[src/rtl/evtcnt_pkg.sv]
package evtcnt_pkg;
   localparam int unsigned CSR_AW  = 12;
   localparam int unsigned IDX_W   = 5;
   localparam int unsigned BCAST_I = 31;

   typedef enum logic [1:0] {
      RSEL_NONE = 2'd0,
      RSEL_MODE = 2'd1,
      RSEL_ENA  = 2'd2,
      RSEL_CNT  = 2'd3
   } rsel_e;

   typedef struct packed {
      logic clamp;
      logic run;
   } mode_t;
endpackage

[src/rtl/evtcnt_dec.sv]
module evtcnt_dec
   import evtcnt_pkg::*;
#(
   parameter int unsigned            NUM_CNT   = 16,
   parameter logic [CSR_AW-1:0]      CNT_BASE  = 12'h780,
   parameter logic [CSR_AW-1:0]      ENA_ADDR  = 12'h7A0,
   parameter logic [CSR_AW-1:0]      MODE_ADDR = 12'h7A1
) (
   input  logic               req_i,
   input  logic               we_i,
   input  logic [CSR_AW-1:0]  addr_i,
   output logic               wr_mode_o,
   output logic               wr_ena_o,
   output logic [NUM_CNT-1:0] wr_cnt_o,
   output rsel_e              rsel_o,
   output logic [IDX_W-1:0]   ridx_o
);
   localparam int unsigned HI_W = CSR_AW - IDX_W;

   logic             in_cnt;
   logic [IDX_W-1:0] idx;
   logic             is_bcast;
   logic             wr;

   assign in_cnt   = (addr_i[CSR_AW-1:IDX_W] == CNT_BASE[CSR_AW-1:IDX_W]);
   assign idx      = addr_i[IDX_W-1:0];
   assign is_bcast = in_cnt && (idx == IDX_W'(BCAST_I));
   assign wr       = req_i && we_i;

   assign wr_mode_o = wr && (addr_i == MODE_ADDR);
   assign wr_ena_o  = wr && (addr_i == ENA_ADDR);
   assign ridx_o    = idx;

   for (genvar i = 0; i < NUM_CNT; i++) begin : g_wsel
      assign wr_cnt_o[i] = wr && in_cnt && (is_bcast || idx == IDX_W'(i));
   end

   always_comb begin
      rsel_o = RSEL_NONE;
      if (req_i && !we_i) begin
         if (addr_i == MODE_ADDR)                                     rsel_o = RSEL_MODE;
         else if (addr_i == ENA_ADDR)                                 rsel_o = RSEL_ENA;
         else if (in_cnt && !is_bcast && 32'(idx) < NUM_CNT)          rsel_o = RSEL_CNT;
      end
   end

   logic unused_hi;
   assign unused_hi = ^HI_W;
endmodule

[src/rtl/evtcnt_cell.sv]
module evtcnt_cell #(
   parameter int unsigned CNT_W = 32
) (
   input  logic             clk_i,
   input  logic             rst_ni,
   input  logic             wr_i,
   input  logic [CNT_W-1:0] wdata_i,
   input  logic             evt_i,
   input  logic             dbl_i,
   input  logic             ena_i,
   input  logic             run_i,
   input  logic             clamp_i,
   output logic [CNT_W-1:0] cnt_o
);
   localparam logic [CNT_W-1:0] CMAX = '1;

   logic [CNT_W-1:0] cnt_q, cnt_d;
   logic [CNT_W:0]   sum;
   logic [CNT_W:0]   step;
   logic             bump;

   assign bump = evt_i && ena_i && run_i;
   assign step = {{(CNT_W-1){1'b0}}, dbl_i, !dbl_i};
   assign sum  = {1'b0, cnt_q} + step;

   always_comb begin
      cnt_d = cnt_q;
      if (wr_i)                        cnt_d = wdata_i;
      else if (bump && sum[CNT_W] && clamp_i) cnt_d = CMAX;
      else if (bump)                   cnt_d = sum[CNT_W-1:0];
   end

   always_ff @(posedge clk_i or negedge rst_ni) begin
      if (!rst_ni) cnt_q <= '0;
      else         cnt_q <= cnt_d;
   end

   assign cnt_o = cnt_q;

   AST_WRITE_WINS: assert property (@(posedge clk_i) disable iff (!rst_ni)
      wr_i |=> cnt_q == $past(wdata_i));
   AST_HALTED_HOLDS: assert property (@(posedge clk_i) disable iff (!rst_ni)
      (!run_i && !wr_i) |=> $stable(cnt_q));
   AST_GATED_HOLDS: assert property (@(posedge clk_i) disable iff (!rst_ni)
      (!ena_i && !wr_i) |=> $stable(cnt_q));
   AST_CLAMP_STICKS: assert property (@(posedge clk_i) disable iff (!rst_ni)
      (clamp_i && !wr_i && cnt_q == CMAX) |=> cnt_q == CMAX);
   AST_NO_DROP: assert property (@(posedge clk_i) disable iff (!rst_ni)
      (clamp_i && !wr_i) |=> cnt_q >= $past(cnt_q));
endmodule

[src/rtl/evtcnt_bank.sv]
module evtcnt_bank
   import evtcnt_pkg::*;
#(
   parameter int unsigned       NUM_CNT   = 16,
   parameter int unsigned       CNT_W     = 32,
   parameter logic [11:0]       CNT_BASE  = 12'h780,
   parameter logic [11:0]       ENA_ADDR  = 12'h7A0,
   parameter logic [11:0]       MODE_ADDR = 12'h7A1
) (
   input  logic               clk_i,
   input  logic               rst_ni,
   input  logic               csr_req_i,
   input  logic               csr_we_i,
   input  logic [11:0]        csr_addr_i,
   input  logic [CNT_W-1:0]   csr_wdata_i,
   output logic [CNT_W-1:0]   csr_rdata_o,
   input  logic [NUM_CNT-1:0] evt_i,
   input  logic [NUM_CNT-1:0] evt_dbl_i
);
   localparam mode_t MODE_RST = '{clamp: 1'b1, run: 1'b1};

   initial begin
      if (NUM_CNT < 1 || NUM_CNT > 31)
         $fatal(1, "NUM_CNT must lie in 1..31");
      if (CNT_W < NUM_CNT || CNT_W < 2)
         $fatal(1, "CNT_W too narrow for enable register");
      if (CNT_BASE[IDX_W-1:0] != '0)
         $fatal(1, "CNT_BASE must be 32-aligned");
   end

   logic               wr_mode, wr_ena;
   logic [NUM_CNT-1:0] wr_cnt;
   rsel_e              rsel;
   logic [IDX_W-1:0]   ridx;
   mode_t              mode_q;
   logic [NUM_CNT-1:0] ena_q;
   logic [CNT_W-1:0]   cnt [NUM_CNT];
   logic [CNT_W-1:0]   cnt_rd;

   evtcnt_dec #(
      .NUM_CNT(NUM_CNT), .CNT_BASE(CNT_BASE),
      .ENA_ADDR(ENA_ADDR), .MODE_ADDR(MODE_ADDR)
   ) i_dec (
      .req_i(csr_req_i), .we_i(csr_we_i), .addr_i(csr_addr_i),
      .wr_mode_o(wr_mode), .wr_ena_o(wr_ena), .wr_cnt_o(wr_cnt),
      .rsel_o(rsel), .ridx_o(ridx)
   );

   always_ff @(posedge clk_i or negedge rst_ni) begin
      if (!rst_ni) begin
         mode_q <= MODE_RST;
         ena_q  <= '0;
      end else begin
         if (wr_mode) mode_q <= mode_t'(csr_wdata_i[1:0]);
         if (wr_ena)  ena_q  <= csr_wdata_i[NUM_CNT-1:0];
      end
   end

   for (genvar i = 0; i < NUM_CNT; i++) begin : g_cell
      evtcnt_cell #(.CNT_W(CNT_W)) i_cell (
         .clk_i(clk_i), .rst_ni(rst_ni),
         .wr_i(wr_cnt[i]), .wdata_i(csr_wdata_i),
         .evt_i(evt_i[i]), .dbl_i(evt_dbl_i[i]), .ena_i(ena_q[i]),
         .run_i(mode_q.run), .clamp_i(mode_q.clamp),
         .cnt_o(cnt[i])
      );
   end

   always_comb begin
      cnt_rd = '0;
      for (int i = 0; i < NUM_CNT; i++)
         if (ridx == IDX_W'(i)) cnt_rd = cnt[i];
   end

   always_comb begin
      unique case (rsel)
         RSEL_MODE: csr_rdata_o = CNT_W'(mode_q);
         RSEL_ENA:  csr_rdata_o = CNT_W'(ena_q);
         RSEL_CNT:  csr_rdata_o = cnt_rd;
         default:   csr_rdata_o = '0;
      endcase
   end

   AST_BCAST_READS_ZERO: assert property (@(posedge clk_i) disable iff (!rst_ni)
      (csr_req_i && csr_addr_i == CNT_BASE + 12'd31) |-> csr_rdata_o == '0);
   AST_MODE_UPPER_ZERO: assert property (@(posedge clk_i) disable iff (!rst_ni)
      (csr_req_i && !csr_we_i && csr_addr_i == MODE_ADDR) |-> csr_rdata_o[CNT_W-1:2] == '0);
   AST_MODE_LOADS: assert property (@(posedge clk_i) disable iff (!rst_ni)
      wr_mode |=> mode_q == mode_t'($past(csr_wdata_i[1:0])));
   AST_BCAST_ALL: assert property (@(posedge clk_i) disable iff (!rst_ni)
      (csr_req_i && csr_we_i && csr_addr_i == CNT_BASE + 12'd31) |-> &wr_cnt);
endmodule

[config.mk]
export PLATFORM = sky130hd
export DESIGN_NAME = evtcnt_bank
export DESIGN_NICKNAME = d
export VERILOG_FILES = /design/src/rtl/evtcnt_pkg.sv /design/src/rtl/evtcnt_dec.sv /design/src/rtl/evtcnt_cell.sv /design/src/rtl/evtcnt_bank.sv
export SDC_FILE = /design/constraint.sdc
export NUM_CORES = 2
export LEC_CHECK = 0
export BUFFER_PORTS_ARGS = -buffer_cell sky130_fd_sc_hd__clkbuf_2
export CAP_MARGIN = 30
export CELL_PAD_IN_SITES_DETAIL_PLACEMENT = 0
export CELL_PAD_IN_SITES_GLOBAL_PLACEMENT = 1
export CORE_UTILIZATION = 40
export CTS_BUF_LIST = sky130_fd_sc_hd__clkbuf_4 sky130_fd_sc_hd__clkbuf_8
export CTS_CLUSTER_DIAMETER = 150
export CTS_CLUSTER_SIZE = 40
export DETAILED_ROUTE_END_ITERATION = 12
export MAX_ROUTING_LAYER = met4
export PLACE_DENSITY_LB_ADDON = 0.1
export SLEW_MARGIN = 15
export SYNTH_ARGS = -nofsm -noshare
export SYNTH_HDL_FRONTEND = slang
export SYNTH_SLANG_ARGS = --single-unit
export TNS_END_PERCENT = 50
[constraint.sdc]
create_clock -name clk_i -period 5.2 [get_ports clk_i]
set_clock_uncertainty 0.15 [all_clocks]
set_input_delay 1.3 -clock clk_i [delete_from_list [all_inputs] [get_ports clk_i]]
set_output_delay 1.3 -clock clk_i [all_outputs]
set_load 0.005 [all_outputs]
# Word level (Yosys, flattened, before mapping)
# Index checks and enable logic that the tools add are counted.
# W data, S select, Z words.
[word_totals]
output_inout_bits = 32
reg_bits = 530
input_bits = 80
[classes]
n_reduce_logical = 139
n_mux = 69
n_lt_le_gt_ge = 1
n_eq_ne = 22
addsub = 16
[ops]
columns = ["operator", "count"]
rows = [
  ["$mux W32", 64],
  ["$add A32 B2 Y33", 16],
  ["$pmux W32 S3", 1],
  ["$logic_and A1 B1 Y1", 88],
  ["$reduce_bool A3 Y1", 16],
  ["$eq A5 B4 Y1 const B", 8],
  ["$eq A12 B11 Y1 const B", 2],
  ["$eq A5 B3 Y1 const B", 4],
  ["$logic_not A1 Y1", 18],
  ["$logic_or A1 B1 Y1", 16],
  ["$eq A5 B2 Y1 const B", 2],
  ["$mux W2", 4],
  ["$eq A7 B6 Y1 const B", 1],
  ["$eq A5 B1 Y1 const B", 1],
  ["$eq A5 B5 Y1 const B", 1],
  ["$logic_not A5 Y1", 1],
  ["$lt A5 B5 Y1 const B", 1],
  ["$eq A2 B2 Y1 const B", 2],
  ["$eq A2 B1 Y1 const B", 1],
]

# Longest topological paths before layout
[depth]
word_depth = 18
mapped_depth = 13
mapped_depth_nobuf = 11

# Modules after synthesis
# From an unflattened synthesis, not the netlist that was laid out.
[unflattened]
cells_unflattened = 4492
area_unflattened_um2 = 38658.3
[modules_own_cells]
columns = ["mod", "seq_area_each_um2", "cells_each", "instances", "area_per_inst_um2"]
rows = [
  ["evtcnt_cell (g_cell[0].i_cell ...)", 800.8, 221, 14, 2015.7],
  ["evtcnt_bank", 452.9, 857, 1, 5624.1],
  ["evtcnt_cell (g_cell[8].i_cell ...)", 800.8, 229, 2, 2130.8],
  ["evtcnt_dec", 0.0, 83, 1, 553.0],
]

# Least setup slack after synthesis
# Ideal clock, no wire load.
[synth_timing]
path_kind = "input port to output port"
from = "input csr_addr_i[4]"
to = "output csr_rdata_o[13]"
arrival_time_ns = 3.443
required_ns = 3.750
stages = 10
path_buffers = 3
path_slack_ns = 0.307
path_cell_list = "or3b_1 > buf_2 > nor3_4 > a21oi_1 > or3_1 > clkbuf_1 > or3_1 > buf_2 > nor4_1 > a221o_1"
[synth_between]
elab_chain_len = 18
word_cells_on_any_way = 48
[synth_rtl]
columns = ["item", "line", "rtl"]
rows = [
  ["from (decl)", "evtcnt_bank.sv:14", "input logic [11:0] csr_addr_i,"],
  ["$logic_not A5 Y1", "evtcnt_bank.sv:72", "if (ridx == IDX_W'(i)) cnt_rd = cnt[i];"],
  ["$mux W32 (16 in series)", "evtcnt_bank.sv:72", ""],
  ["$pmux W32 S3 *", "evtcnt_bank.sv:76", "unique case (rsel)"],
  ["to (decl)", "evtcnt_bank.sv:16", "output logic [CNT_W-1:0] csr_rdata_o,"],
]
# Mark *: on every way between the ends. The rest lies on a longest branch, timed or not.

# Final worst setup path
[layout_timing]
from = "input csr_addr_i[0]"
to = "output csr_rdata_o[26]"
# Same word-level chain as after synthesis.

==> flow_summary.yaml <==
hold_path:
  hold_path_class: "in -> async"
sta:
  hold_slack_ns: 0.3547
  rsz0062_at_grt: "true"
  max_freq_ghz: 0.1899
  slew_headroom: 0.2378
  setup_tns_ns: -0.07683
  finalSetupViolCount: 4
  fin_crit_sh: 1.013
  hold_viol: 0
  tightest_slew_ns: 1.143
  finalWorstSetupSlack_ns: -0.06630
  final.min_clock_period_ns: 5.266
  drv_slew: 0
setup_path:
  end_kind: "primary output"
  crit_required_ns: 3.75
  criticalPathCategory: "in -> out"
  crit_fanout: 20
  worstRegToRegCells: 9
  startpoint_type: "input port"
  cp.arrival_ns: 3.82
pwr:
  power_switching_w: 0.002019
  power_density_nw_per_um2: 160.2
  pwr-share-seq: 0.624
  pwr-share-clk: 0.266
  p_leak_nw: 16.86
  vdd_drop_max_mv: 0.1679
  p_comb_frac: 0.110
  p_int_w: 0.004702
  swShare: 0.3004
synthesis:
  syn_area_um2: 36990
  synth_flop_cell: "dfrtp_1"
  synth_mux_area_frac: 0.01948
  ys_top_cells_by_area: "dfrtp_1 (36%), nand2_1 (6.0%), o21ai_0 (5.5%), a21oi_1 (5.5%), nor2_1 (4.3%)"
  avgSynthCellArea_um2: 7.734
  synth_edf_count: 0
  synth-adder-area-share: 0.01948
  syn_inst: 4783
  synth_compound_area_frac: 0.2882
  async_flop_share: 1.000
  yosys.area_share.simple: 0.2646
  synth_cell_types: 78
  synthXorXnorAreaFrac: 0.002841
  synth_largest_area_cell: "dfrtp_1"
  synth_nets: 4911
  yosysWarnings: 0
  synth_top_family_by_area: "compound AO/OA/AOI/OAI gates"
  yosysSeqAreaShare: 0.3586
  ys_seq_elements: 530
  yosysTopAreaCellShare: 0.3572
clock_tree:
  clock-sinks: 530
  root_buffer: "clkbuf_8"
  clk_latency_ns: 0.75
  clkTransAtPathRegs_ns: 0.26
  cts_tree: "yes"
  numCtsBuffers: 17
  htreeDepth: 1
  hold_buffers: 0
  ctsLongestPathBuffers: 3
layout:
  fillers: 9346
  nNetsFinal: 5070
  area_growth_pct: 13.41
  drive_gt1_frac: 0.1400
  post-route-util: 0.4577
detailed_routing:
  wl_um: 212400
  vias: 42960
  via_per_inst: 6.994
  route.detailed.drc: 0
  wl_per_cell_um: 34.59
  drtPass1Iterations: 8
  ant_nets: 0
  drt_iter0_markers: 7484
global_routing:
  grt_max_degree: 85
  grt_usage: 0.4551
  grt_pass1_wl_um: 296500
  grt_antenna_before_repair: 22
  first_global_vias: 37690
  grt-ovfl-total: 0
die:
  die_w_um: 306.1
  num_rows: 111
  die-area_um2: 93700
  core_um2: 91660
  start_util: 0.4035
  ios: 112
  die_h_um: 306.1
placement:
  portBuffers: 111
  post-place-ws_ns: -0.5295
  place_congestion: 1.110
  hpwl_um: 158600
job:
  cap_violations: 0
status:
  violations: "negative setup slack"
  status: "finished, violations left"
## metrics by stage
step / power [W] / std cells / cell area [um^2]
3_5_place_dp: 0.004930 / 6084 / 40840
4_1_cts: 0.006698 / 6113 / 41520
3_3_place_gp: 0.004929 / 6082 / 40810
5_1_grt: 0.006847 / 6140 / 41950
2_1_floorplan: 0.004420 / 4783 / 36990
6_report: 0.006720 / 6142 / 41950
## worst paths after layout
check / startpoint / end / slack, ns
worst max-delay path: csr_addr_i[0] / csr_rdata_o[26] / -0.07
worst min-delay path: rst_ni / g_cell[5].i_cell.cnt_o[16] / 0.35
worst max register to register: g_cell[11].i_cell.cnt_o[0] / g_cell[11].i_cell.cnt_o[24] / 1.30
worst min register to register: g_cell[8].i_cell.cnt_o[31] / g_cell[8].i_cell.cnt_o[31] / 0.43
max in group asynchronous: rst_ni / g_cell[12].i_cell.cnt_o[6] / 3.54
min in group clk_i: g_cell[8].i_cell.cnt_o[31] / g_cell[8].i_cell.cnt_o[31] / 0.43
## flip-flops by register name, indices dropped and copies added (netlist names)
register,cells
ena_q,16
g_cell.i_cell.cnt_o,512
mode_q,2
## critical path: stages
cell and delay [ns]:
clkbuf_8 0.12, or3b_4 0.41, nor3_4 0.21, buf_6 0.28, a22o_1 0.21, a211oi_1 0.05
a21oi_1 0.16, buf_4 0.18, o22ai_1 0.13, a2111oi_0 0.42, buf_4 0.20, clkbuf_2 0.10
## cells in the mapped netlist, types with 33 or more instances
cell type	n
o21ai_0	408
dfrtp_1	528
a21oi_1	407
o22ai_1	139
a21o_1	71
a31oi_1	77
nor4_1	34
and4_1	52
nand4_1	123
buf_1	33
inv_1	98
a22oi_1	77
a311oi_1	69
clkbuf_1	310
a211oi_1	56
nor3_1	161
nand2_1	591
and2_1	47
o31ai_1	63
nor2_1	419
and3_1	141
mux2i_1	36
nand3_1	278
or3_1	42
## layout make-up
cell class / instances / area, um^2 / area share
repair buffers: 498 / 3908 / 0.09314
flip-flops and latches: 530 / 13270 / 0.3162
well taps: 1186 / 1484 / 0.03537
clock inverters: 4 / 65.06 / 0.001551
multi-input cells: 3797 / 22600 / 0.5387
clock buffers: 17 / 234.0 / 0.005577
inverters: 98 / 367.9 / 0.008769
diodes: 12 / 30.03 / 0.0007158
## kinds of logic after synthesis
family,after synthesis
AND/OR/NAND/NOR,2007
AO/OA/AOI/OAI,1662
flip-flops,530
buffers and inverters,456
multiplexers,68
adder cells (fa/ha/maj),48
XOR/XNOR,12
## power groups by stage
stage                     Combinational [W]  Sequential (W)  Clock (W)
after global placement             0.000671         0.00426          0
after detailed placement           0.000673         0.00426          0
after global routing               0.000748         0.00419    0.00191
after floorplan                    0.000188         0.00423          0
after CTS                          0.000691         0.00419    0.00182
final                              0.000737         0.00419    0.00179
## placed cells by master, fill, tap and decap left out, types with 27 or more instances in the layout
master and count:
and3_1 141, clkbuf_2 105, a21oi_1 389, nand2_1 588
mux2i_1 36, nor2_1 405, a22oi_1 75, o31ai_1 63
mux2_2 32, a211oi_1 54, nand4_1 123, nor4_1 33
nand3_1 277, o21ai_0 399, nor3_1 154, inv_1 98
dfrtp_1 528, a41oi_1 27, a31oi_1 75, or3_1 39
o22ai_1 138, ha_1 32, and4_1 52, a21o_1 71
buf_4 345, a311oi_1 69, and2_1 47
## repair_timing
action                                  4_1_cts  5_1_grt
buffers inserted                              8       15
cloned                                        0        1
pin swaps                                    18       25
resized for setup                            76       55
endpoints found under the setup margin       31       31
## per-layer routing
layer	global-route usage	part of all wire	up-vias
li1	-	-	18370
met1	0.6692	0.43	21190
met2	0.6015	0.39	2984
met3	0.1076	0.13	416
met4	0.1524	0.045	0
met5	-	0	-
Note: power is estimated with default switching activity, not from simulation.
